## src/rtl/usb_tx_pkg.sv

```systemverilog
// Shared types and constants for the low-speed transmitter.
// Assumes: bytes go out LSB first and J is the idle level.
package usb_tx_pkg;
    typedef enum logic [2:0] {
        ST_IDLE,
        ST_PRESET,
        ST_DATA,
        ST_SE0,
        ST_EOPJ
    } tx_state_t;

    localparam logic [7:0] SYNC_BYTE = 8'h80;
    localparam int         STUFF_RUN = 6;
endpackage

```

## src/rtl/usb_tx_bit_timer.sv

```systemverilog
// Bit-period timer: while run_i is high, pulses tick_o on the last clock
// of every CLKS_PER_BIT-clock bit. Assumes run_i is low for at least one
// clock before a packet, which clears the count.
module usb_tx_bit_timer #(
    parameter int CLKS_PER_BIT = 11
) (
    input  logic clk,
    input  logic rst_n,
    input  logic run_i,
    output logic tick_o
);
    localparam int CW = $clog2(CLKS_PER_BIT);
    localparam logic [CW-1:0] LAST = CW'(CLKS_PER_BIT - 1);

    logic [CW-1:0] cnt_q;

    assign tick_o = run_i && (cnt_q == LAST);

    // Count clocks inside the current bit; clear when idle or on a tick.
    always_ff @(posedge clk) begin
        if (!rst_n || !run_i || tick_o) cnt_q <= '0;
        else                            cnt_q <= cnt_q + CW'(1);
    end

    // the count never leaves the bit period
    a_r3_count_range: assert property (@(posedge clk) disable iff (!rst_n)
        cnt_q <= LAST);
endmodule

```

## src/rtl/usb_tx_serializer.sv

```systemverilog
// Byte serializer with bit stuffing and NRZI. Each adv_i puts the next
// wire bit on line_o (1 = J). The first byte is the sync byte. The next
// byte comes from rd_data_i, or from the latched PID for a handshake.
// last_o flags that the bit now on the wire is the final one.
// Assumes: load_i and adv_i are never high together.
module usb_tx_serializer
    import usb_tx_pkg::*;
#(
    parameter int LEN_W = 4
) (
    input  logic             clk,
    input  logic             rst_n,
    input  logic             load_i,
    input  logic             hs_i,
    input  logic [7:0]       pid_i,
    input  logic [LEN_W-1:0] len_i,
    input  logic             adv_i,
    input  logic [7:0]       rd_data_i,
    output logic [LEN_W-1:0] rd_addr_o,
    output logic             line_o,
    output logic             last_o
);
    localparam logic [2:0] RUN = 3'(STUFF_RUN);

    logic [7:0]       shreg_q;
    logic [2:0]       bit_q;
    logic [LEN_W-1:0] byte_q;
    logic [LEN_W-1:0] len_q;
    logic             hs_q;
    logic [7:0]       pid_q;
    logic [2:0]       ones_q;
    logic             empty_q;
    logic             line_q;
    logic [7:0]       next_byte;

    assign next_byte = hs_q ? pid_q : rd_data_i;
    assign rd_addr_o = byte_q;
    assign line_o    = line_q;
    assign last_o    = empty_q && (ones_q != RUN);

    // Load a packet, then emit one stuffed or data bit per advance.
    always_ff @(posedge clk) begin
        if (!rst_n) begin
            shreg_q <= '0;
            bit_q   <= '0;
            byte_q  <= '0;
            len_q   <= '0;
            hs_q    <= 1'b0;
            pid_q   <= '0;
            ones_q  <= '0;
            empty_q <= 1'b0;
            line_q  <= 1'b1;
        end else if (load_i) begin
            shreg_q <= SYNC_BYTE;
            bit_q   <= '0;
            byte_q  <= '0;
            len_q   <= len_i;
            hs_q    <= hs_i;
            pid_q   <= pid_i;
            ones_q  <= '0;
            empty_q <= 1'b0;
            line_q  <= 1'b1;
        end else if (adv_i) begin
            if (ones_q == RUN) begin
                line_q <= ~line_q;
                ones_q <= '0;
            end else if (!empty_q) begin
                if (shreg_q[0]) begin
                    ones_q <= ones_q + 3'd1;
                end else begin
                    line_q <= ~line_q;
                    ones_q <= '0;
                end
                bit_q <= bit_q + 3'd1;
                if (bit_q == 3'd7) begin
                    if (byte_q == len_q - LEN_W'(1)) begin
                        empty_q <= 1'b1;
                    end else begin
                        shreg_q <= next_byte;
                        byte_q  <= byte_q + LEN_W'(1);
                    end
                end else begin
                    shreg_q <= shreg_q >> 1;
                end
            end
        end
    end

    // a full run of ones forces a line toggle on the next bit
    a_r5_stuff_toggles: assert property (@(posedge clk) disable iff (!rst_n)
        (adv_i && !load_i && ones_q == RUN) |=> (line_q != $past(line_q)));

    // a run of ones never grows past the stuffing limit
    a_r5_run_bounded: assert property (@(posedge clk) disable iff (!rst_n)
        (ones_q == RUN && adv_i) |=> (ones_q == 3'd0));
endmodule

```

## src/rtl/usb_ls_tx.sv

```systemverilog
// Low-speed USB packet transmitter top. Sequences the pins through
// preset J, data bits, two bits of SE0, one bit of J, then release. The
// active address is committed only at the end of a data packet.
// Assumes: rd_data_i is valid in the same cycle as rd_addr_o.
module usb_ls_tx
    import usb_tx_pkg::*;
#(
    parameter int CLKS_PER_BIT = 11,
    parameter int MAX_BYTES    = 12,
    parameter int ADDR_W       = 7,
    parameter int LEN_W        = $clog2(MAX_BYTES + 1)
) (
    input  logic              clk,
    input  logic              rst_n,
    input  logic              start_i,
    input  logic              hs_sel_i,
    input  logic [7:0]        hs_pid_i,
    input  logic [LEN_W-1:0]  len_i,
    output logic [LEN_W-1:0]  rd_addr_o,
    input  logic [7:0]        rd_data_i,
    input  logic [ADDR_W-1:0] new_addr_i,
    output logic [ADDR_W-1:0] dev_addr_o,
    output logic              dp_o,
    output logic              dm_o,
    output logic              oe_o,
    output logic              busy_o
);
    localparam logic [LEN_W-1:0] MIN_LEN = LEN_W'(2);
    localparam logic [LEN_W-1:0] MAX_LEN = LEN_W'(MAX_BYTES);

    tx_state_t         state_q;
    logic              se0_two_q;
    logic              hs_q;
    logic [ADDR_W-1:0] dev_addr_q;
    logic              tick;
    logic              run;
    logic              load;
    logic              adv;
    logic              line;
    logic              ser_last;
    logic [LEN_W-1:0]  len_eff;

    // Clamp the requested length into the legal range; handshakes are two bytes.
    always_comb begin
        if (hs_sel_i || len_i < MIN_LEN) len_eff = MIN_LEN;
        else if (len_i > MAX_LEN)        len_eff = MAX_LEN;
        else                             len_eff = len_i;
    end

    assign load = (state_q == ST_IDLE) && start_i;
    assign run  = (state_q == ST_DATA) || (state_q == ST_SE0) || (state_q == ST_EOPJ);
    assign adv  = (state_q == ST_PRESET) ||
                  ((state_q == ST_DATA) && tick && !ser_last);

    usb_tx_bit_timer #(.CLKS_PER_BIT(CLKS_PER_BIT)) u_timer (
        .clk    (clk),
        .rst_n  (rst_n),
        .run_i  (run),
        .tick_o (tick)
    );

    usb_tx_serializer #(.LEN_W(LEN_W)) u_ser (
        .clk       (clk),
        .rst_n     (rst_n),
        .load_i    (load),
        .hs_i      (hs_sel_i),
        .pid_i     (hs_pid_i),
        .len_i     (len_eff),
        .adv_i     (adv),
        .rd_data_i (rd_data_i),
        .rd_addr_o (rd_addr_o),
        .line_o    (line),
        .last_o    (ser_last)
    );

    // Packet sequencer and address commit at release.
    always_ff @(posedge clk) begin
        if (!rst_n) begin
            state_q    <= ST_IDLE;
            se0_two_q  <= 1'b0;
            hs_q       <= 1'b0;
            dev_addr_q <= '0;
        end else begin
            case (state_q)
                ST_IDLE: if (start_i) begin
                    state_q <= ST_PRESET;
                    hs_q    <= hs_sel_i;
                end
                ST_PRESET: state_q <= ST_DATA;
                ST_DATA: if (tick && ser_last) state_q <= ST_SE0;
                ST_SE0: if (tick) begin
                    se0_two_q <= ~se0_two_q;
                    if (se0_two_q) state_q <= ST_EOPJ;
                end
                ST_EOPJ: if (tick) begin
                    state_q <= ST_IDLE;
                    if (!hs_q) dev_addr_q <= new_addr_i;
                end
                default: state_q <= ST_IDLE;
            endcase
        end
    end

    // Pin levels per state: J is dm high / dp low, undriven pins read low.
    always_comb begin
        case (state_q)
            ST_PRESET: begin dp_o = 1'b0;  dm_o = 1'b1; oe_o = 1'b0; end
            ST_DATA:   begin dp_o = ~line; dm_o = line; oe_o = 1'b1; end
            ST_SE0:    begin dp_o = 1'b0;  dm_o = 1'b0; oe_o = 1'b1; end
            ST_EOPJ:   begin dp_o = 1'b0;  dm_o = 1'b1; oe_o = 1'b1; end
            default:   begin dp_o = 1'b0;  dm_o = 1'b0; oe_o = 1'b0; end
        endcase
    end

    assign busy_o     = (state_q != ST_IDLE);
    assign dev_addr_o = dev_addr_q;

    // drivers switch on only after the pins already showed J
    a_r2_preset_before_drive: assert property (@(posedge clk) disable iff (!rst_n)
        $rose(oe_o) |-> ($past(dm_o) && !$past(dp_o) && $past(busy_o)));

    // the last driven level before release is J
    a_r9_release_after_j: assert property (@(posedge clk) disable iff (!rst_n)
        $fell(oe_o) |-> ($past(dm_o) && !$past(dp_o)));

    // the address only changes on the release clock
    a_r10_addr_at_release: assert property (@(posedge clk) disable iff (!rst_n)
        !$stable(dev_addr_o) |-> $fell(busy_o));

    // a handshake packet never commits the address
    a_r10_no_commit_after_hs: assert property (@(posedge clk) disable iff (!rst_n)
        !$stable(dev_addr_o) |-> !$past(hs_q));

    // not driving means both pins low, except the one-clock preset
    a_r9_idle_pins_low: assert property (@(posedge clk) disable iff (!rst_n)
        (!oe_o && !busy_o) |-> (!dp_o && !dm_o));
endmodule

```

## config.mk

```make
export PLATFORM = sky130hd
export DESIGN_NAME = usb_ls_tx
export DESIGN_NICKNAME = d
export VERILOG_FILES = /design/src/rtl/usb_tx_pkg.sv /design/src/rtl/usb_tx_bit_timer.sv /design/src/rtl/usb_tx_serializer.sv /design/src/rtl/usb_ls_tx.sv
export SDC_FILE = /design/constraint.sdc
export NUM_CORES = 1
export LEC_CHECK = 0
export BUFFER_PORTS_ARGS = -buffer_cell sky130_fd_sc_hd__buf_2
export CAP_MARGIN = 25
export CORE_MARGIN = 4
export CORE_UTILIZATION = 30
export CTS_CLUSTER_SIZE = 28
export DETAILED_ROUTE_END_ITERATION = 7
export SKIP_LAST_GASP = 1
export SLEW_MARGIN = 20
export SYNTH_ARGS = -nofsm -noshare
export SYNTH_HDL_FRONTEND = slang
export SYNTH_SLANG_ARGS = --single-unit
```

## constraint.sdc

```tcl
create_clock -name clk -period 2.9 [get_ports clk]
set_input_delay 0.87 -clock clk [delete_from_list [all_inputs] [get_ports clk]]
set_output_delay 0.87 -clock clk [all_outputs]
set_load 0.05 [all_outputs]
```

==> results.py <==
metrics = {
    "synthesis": {
        "syn_nets": 312,
        "synthArstFlopShare": 0,
        "netlist_instances": 273,
        "avgSynthCellArea_um2": 8.42,
        "ys_types": 38,
        "syn_area_um2": 2300,
        "synth_area_leaders": "dfxtp_1 42%, mux2i_1 7.8%, a21oi_1 7.6%",
        "synth_largest_area_cell": "dfxtp_1",
        "ys_seq_area_frac": 0.418,
        "yosysWarnings": 0,
        "synth_edf_count": 0,
        "synth_top_area_share": 0.418,
        "synth-main-ff-cell": "dfxtp_1",
        "synth-seq-cells": 48,
    },
    "hold_path": {
        "min_path_type": "reg2reg",
    },
    "die": {
        "core_um2": 7370,
        "die_x_um": 95.6,
        "dieArea_um2": 9130,
        "die_h_um": 95.6,
        "io_pins": 46,
        "rows": 31,
        "initial_core_util": 0.312,
    },
    "final_layout": {
        "final_common_cell": "dfxtp_1",
        "layout_common_cells": "48 x dfxtp_1, 45 x buf_2, 35 x a21oi_1",
        "syn2layout_area_growth_pct": 19.2,
        "antenna-diode-count": 0,
        "design_area_um2": 2740,
        "instances_no_fill": 415,
        "post_route_cells_drive_above_1_share": 0.190,
        "fin_util": 0.372,
        "finalNetCount": 354,
    },
    "clock_network": {
        "hold_buffers": 0,
        "cts_root_buffer": "clkbuf_8",
        "clkLatencyLatePin_ps": 310,
        "htree_num_levels": 2,
        "clk_pin_slew_ps": 100,
        "cts_setup_buffers": 0,
        "cts_buffers": 5,
        "clockBufferDepth": 2,
        "cts.sinks": 48,
        "cts_resized": 0,
        "tritoncts": "done",
    },
    "route": {
        "wire_per_inst_um": 11.9,
        "drt_iter0_drc": 155,
        "viasPerCell": 4.71,
        "firstDrtPassIters": 4,
        "drc": 0,
        "vias": 1953,
        "postRouteAntennaNets": 0,
        "wirelength_mm": 4.92,
    },
    "placed_design": {
        "dp.cells": 407,
        "dpl_cell_area_um2": 2620,
        "gp_congestion": 0.858,
        "pre_cts_slack_ps": 705,
        "port_buffers": 45,
        "dp_hpwl_mm": 3.58,
    },
    "worst_setup_path": {
        "path_buf_inv": 1,
        "crit_fanout": 9,
        "cpPeakStageDelay_ps": 520,
        "path_class": "reg2out",
        "critPathArrivalTime_ps": 1670,
        "end_kind": "primary output",
        "path_cells": "or3b_2 -> o21ai_0 -> buf_2",
        "crit_required_ps": 2030,
        "cp_top_family": "simple AND/OR/NAND/NOR gates",
        "cp_slowest_cell": "or3b_2",
        "cp-start-kind": "register",
    },
    "global_route": {
        "grt_first_pass_wirelength_mm": 8.20,
        "antenna_found_initial": 0,
        "grt_use_total": 0.113,
        "grt_pass1_vias": 1785,
        "grt_max_degree": 20,
        "grt.overflow.total": 0,
    },
    "sta": {
        "drv_slew": 0,
        "fmax_mhz": 394,
        "skew_ps": 16.1,
        "fin_crit_ps": 2540,
        "hold_viol_final": 0,
        "finalSetupViolCount": 0,
        "fin_crit_sh": 0.874,
        "setup-tns-final_ps": 0,
        "fin_ws_ps": 365,
        "slew_headroom": 0.573,
        "tightest_slew_ps": 640,
        "rsz0062_at_grt": "no",
    },
    "job": {
        "cap_viol_max_count": 0,
    },
    "outcome": {
        "status": "finished clean",
    },
    "pwr": {
        "vdd_drop_max_v": 0.000262,
        "power.density_nw_per_um2": 525,
        "p_leak_uw": 0.00113,
    },
}
==> synth_stat cells (all sizes together) (2+ instances only) <==
cell type / number
dfxtp: 48
o21ai: 14
nand3: 6
a31oi: 3
nand4b: 2
a21oi: 35
nor3: 8
and2: 2
nand3b: 4
or3b: 2
buf: 2
ha: 8
nor2: 31
o21bai: 2
clkbuf: 11
nand2: 34
nor2b: 2
inv: 9
xor2: 6
or3: 10
mux2i: 18
xnor2: 4
==> worst reg2reg max path, cell delays in order (launching register included) <==
cell	delay [ps]
dfxtp_1	350
inv_1	60
ha_1	160
nand3b_1	250
o21ai_4	320
nand2_1	390
or3_1	480
a21oi_1	140
==> sequential cells by signal, indices dropped and copies added, names as in the netlist <==
register	cells
hs_q	1
u_ser.shreg_q	8
u_ser.line_o	1
u_ser.bit_q	3
u_ser.empty_q	1
u_ser.ones_q	3
se0_two_q	1
u_ser.len_q	4
state_q	3
dev_addr_o	7
u_ser.pid_q	8
u_ser.rd_addr_o	4
u_timer.cnt_q	4
==> worst paths after layout <==
kind	start	to	slack, ps	cells after the start
min reg2reg	u_ser.pid_q[6]$_SDFFE_PN0P_	u_ser.pid_q[6]$_SDFFE_PN0P_	460	2
max	state_q[0]$_SDFFE_PN0P_	dm_o	360	3
max reg2reg	u_timer.cnt_q[0]$_SDFF_PP0_	u_ser.shreg_q[5]$_SDFFE_PP0P_	650	7
min	u_ser.pid_q[6]$_SDFFE_PN0P_	u_ser.pid_q[6]$_SDFFE_PN0P_	460	2
==> per-layer routing <==
metal / global-route usage / vias to the layer above / share of wire
li1: - / 1021 / -
met1: 0.159 / 876 / 0.49
met2: 0.169 / 52 / 0.44
met3: 0.0260 / 4 / 0.052
met4: 0.0391 / 0 / 0.012
met5: 0 / - / 0
==> stage by stage <==
stage | hold slack (ps) | total power (µW)
finish | 459 | 1440
global route | 482 | 1510
CTS | 461 | 1460
detailed placement | 448 | 943
global placement | 443 | 940
floorplan | 430 | 881
==> report_power, final <==
group          switching (µW)  internal [µW]  leakage, µW
clock network             232            282    0.0000614
logic                     137           79.6     0.000678
registers                26.1            683     0.000389
total                     394           1050      0.00113
==> final cells by class <==
type / count / area [µm²]
multi-input cells: 203 / 1250
fillers: 793 / 4630
clock inverters: 2 / 38.8
well taps: 99 / 124
clock buffers: 6 / 82.6
inverters: 9 / 33.8
flip-flops and latches: 48 / 961
repair buffers: 48 / 248
==> kinds of logic after synthesis <==
logic type / after synthesis / share of synthesized area
flip-flops: 48 / 0.418
buffers and inverters: 22 / 0.0370
AO/OA/AOI/OAI: 60 / 0.155
multiplexers: 18 / 0.0783
XOR/XNOR: 11 / 0.0479
adder cells (fa/ha/maj): 8 / 0.0435
AND/OR/NAND/NOR: 106 / 0.220
No activity file was read; power rests on OpenSTA's default activity.
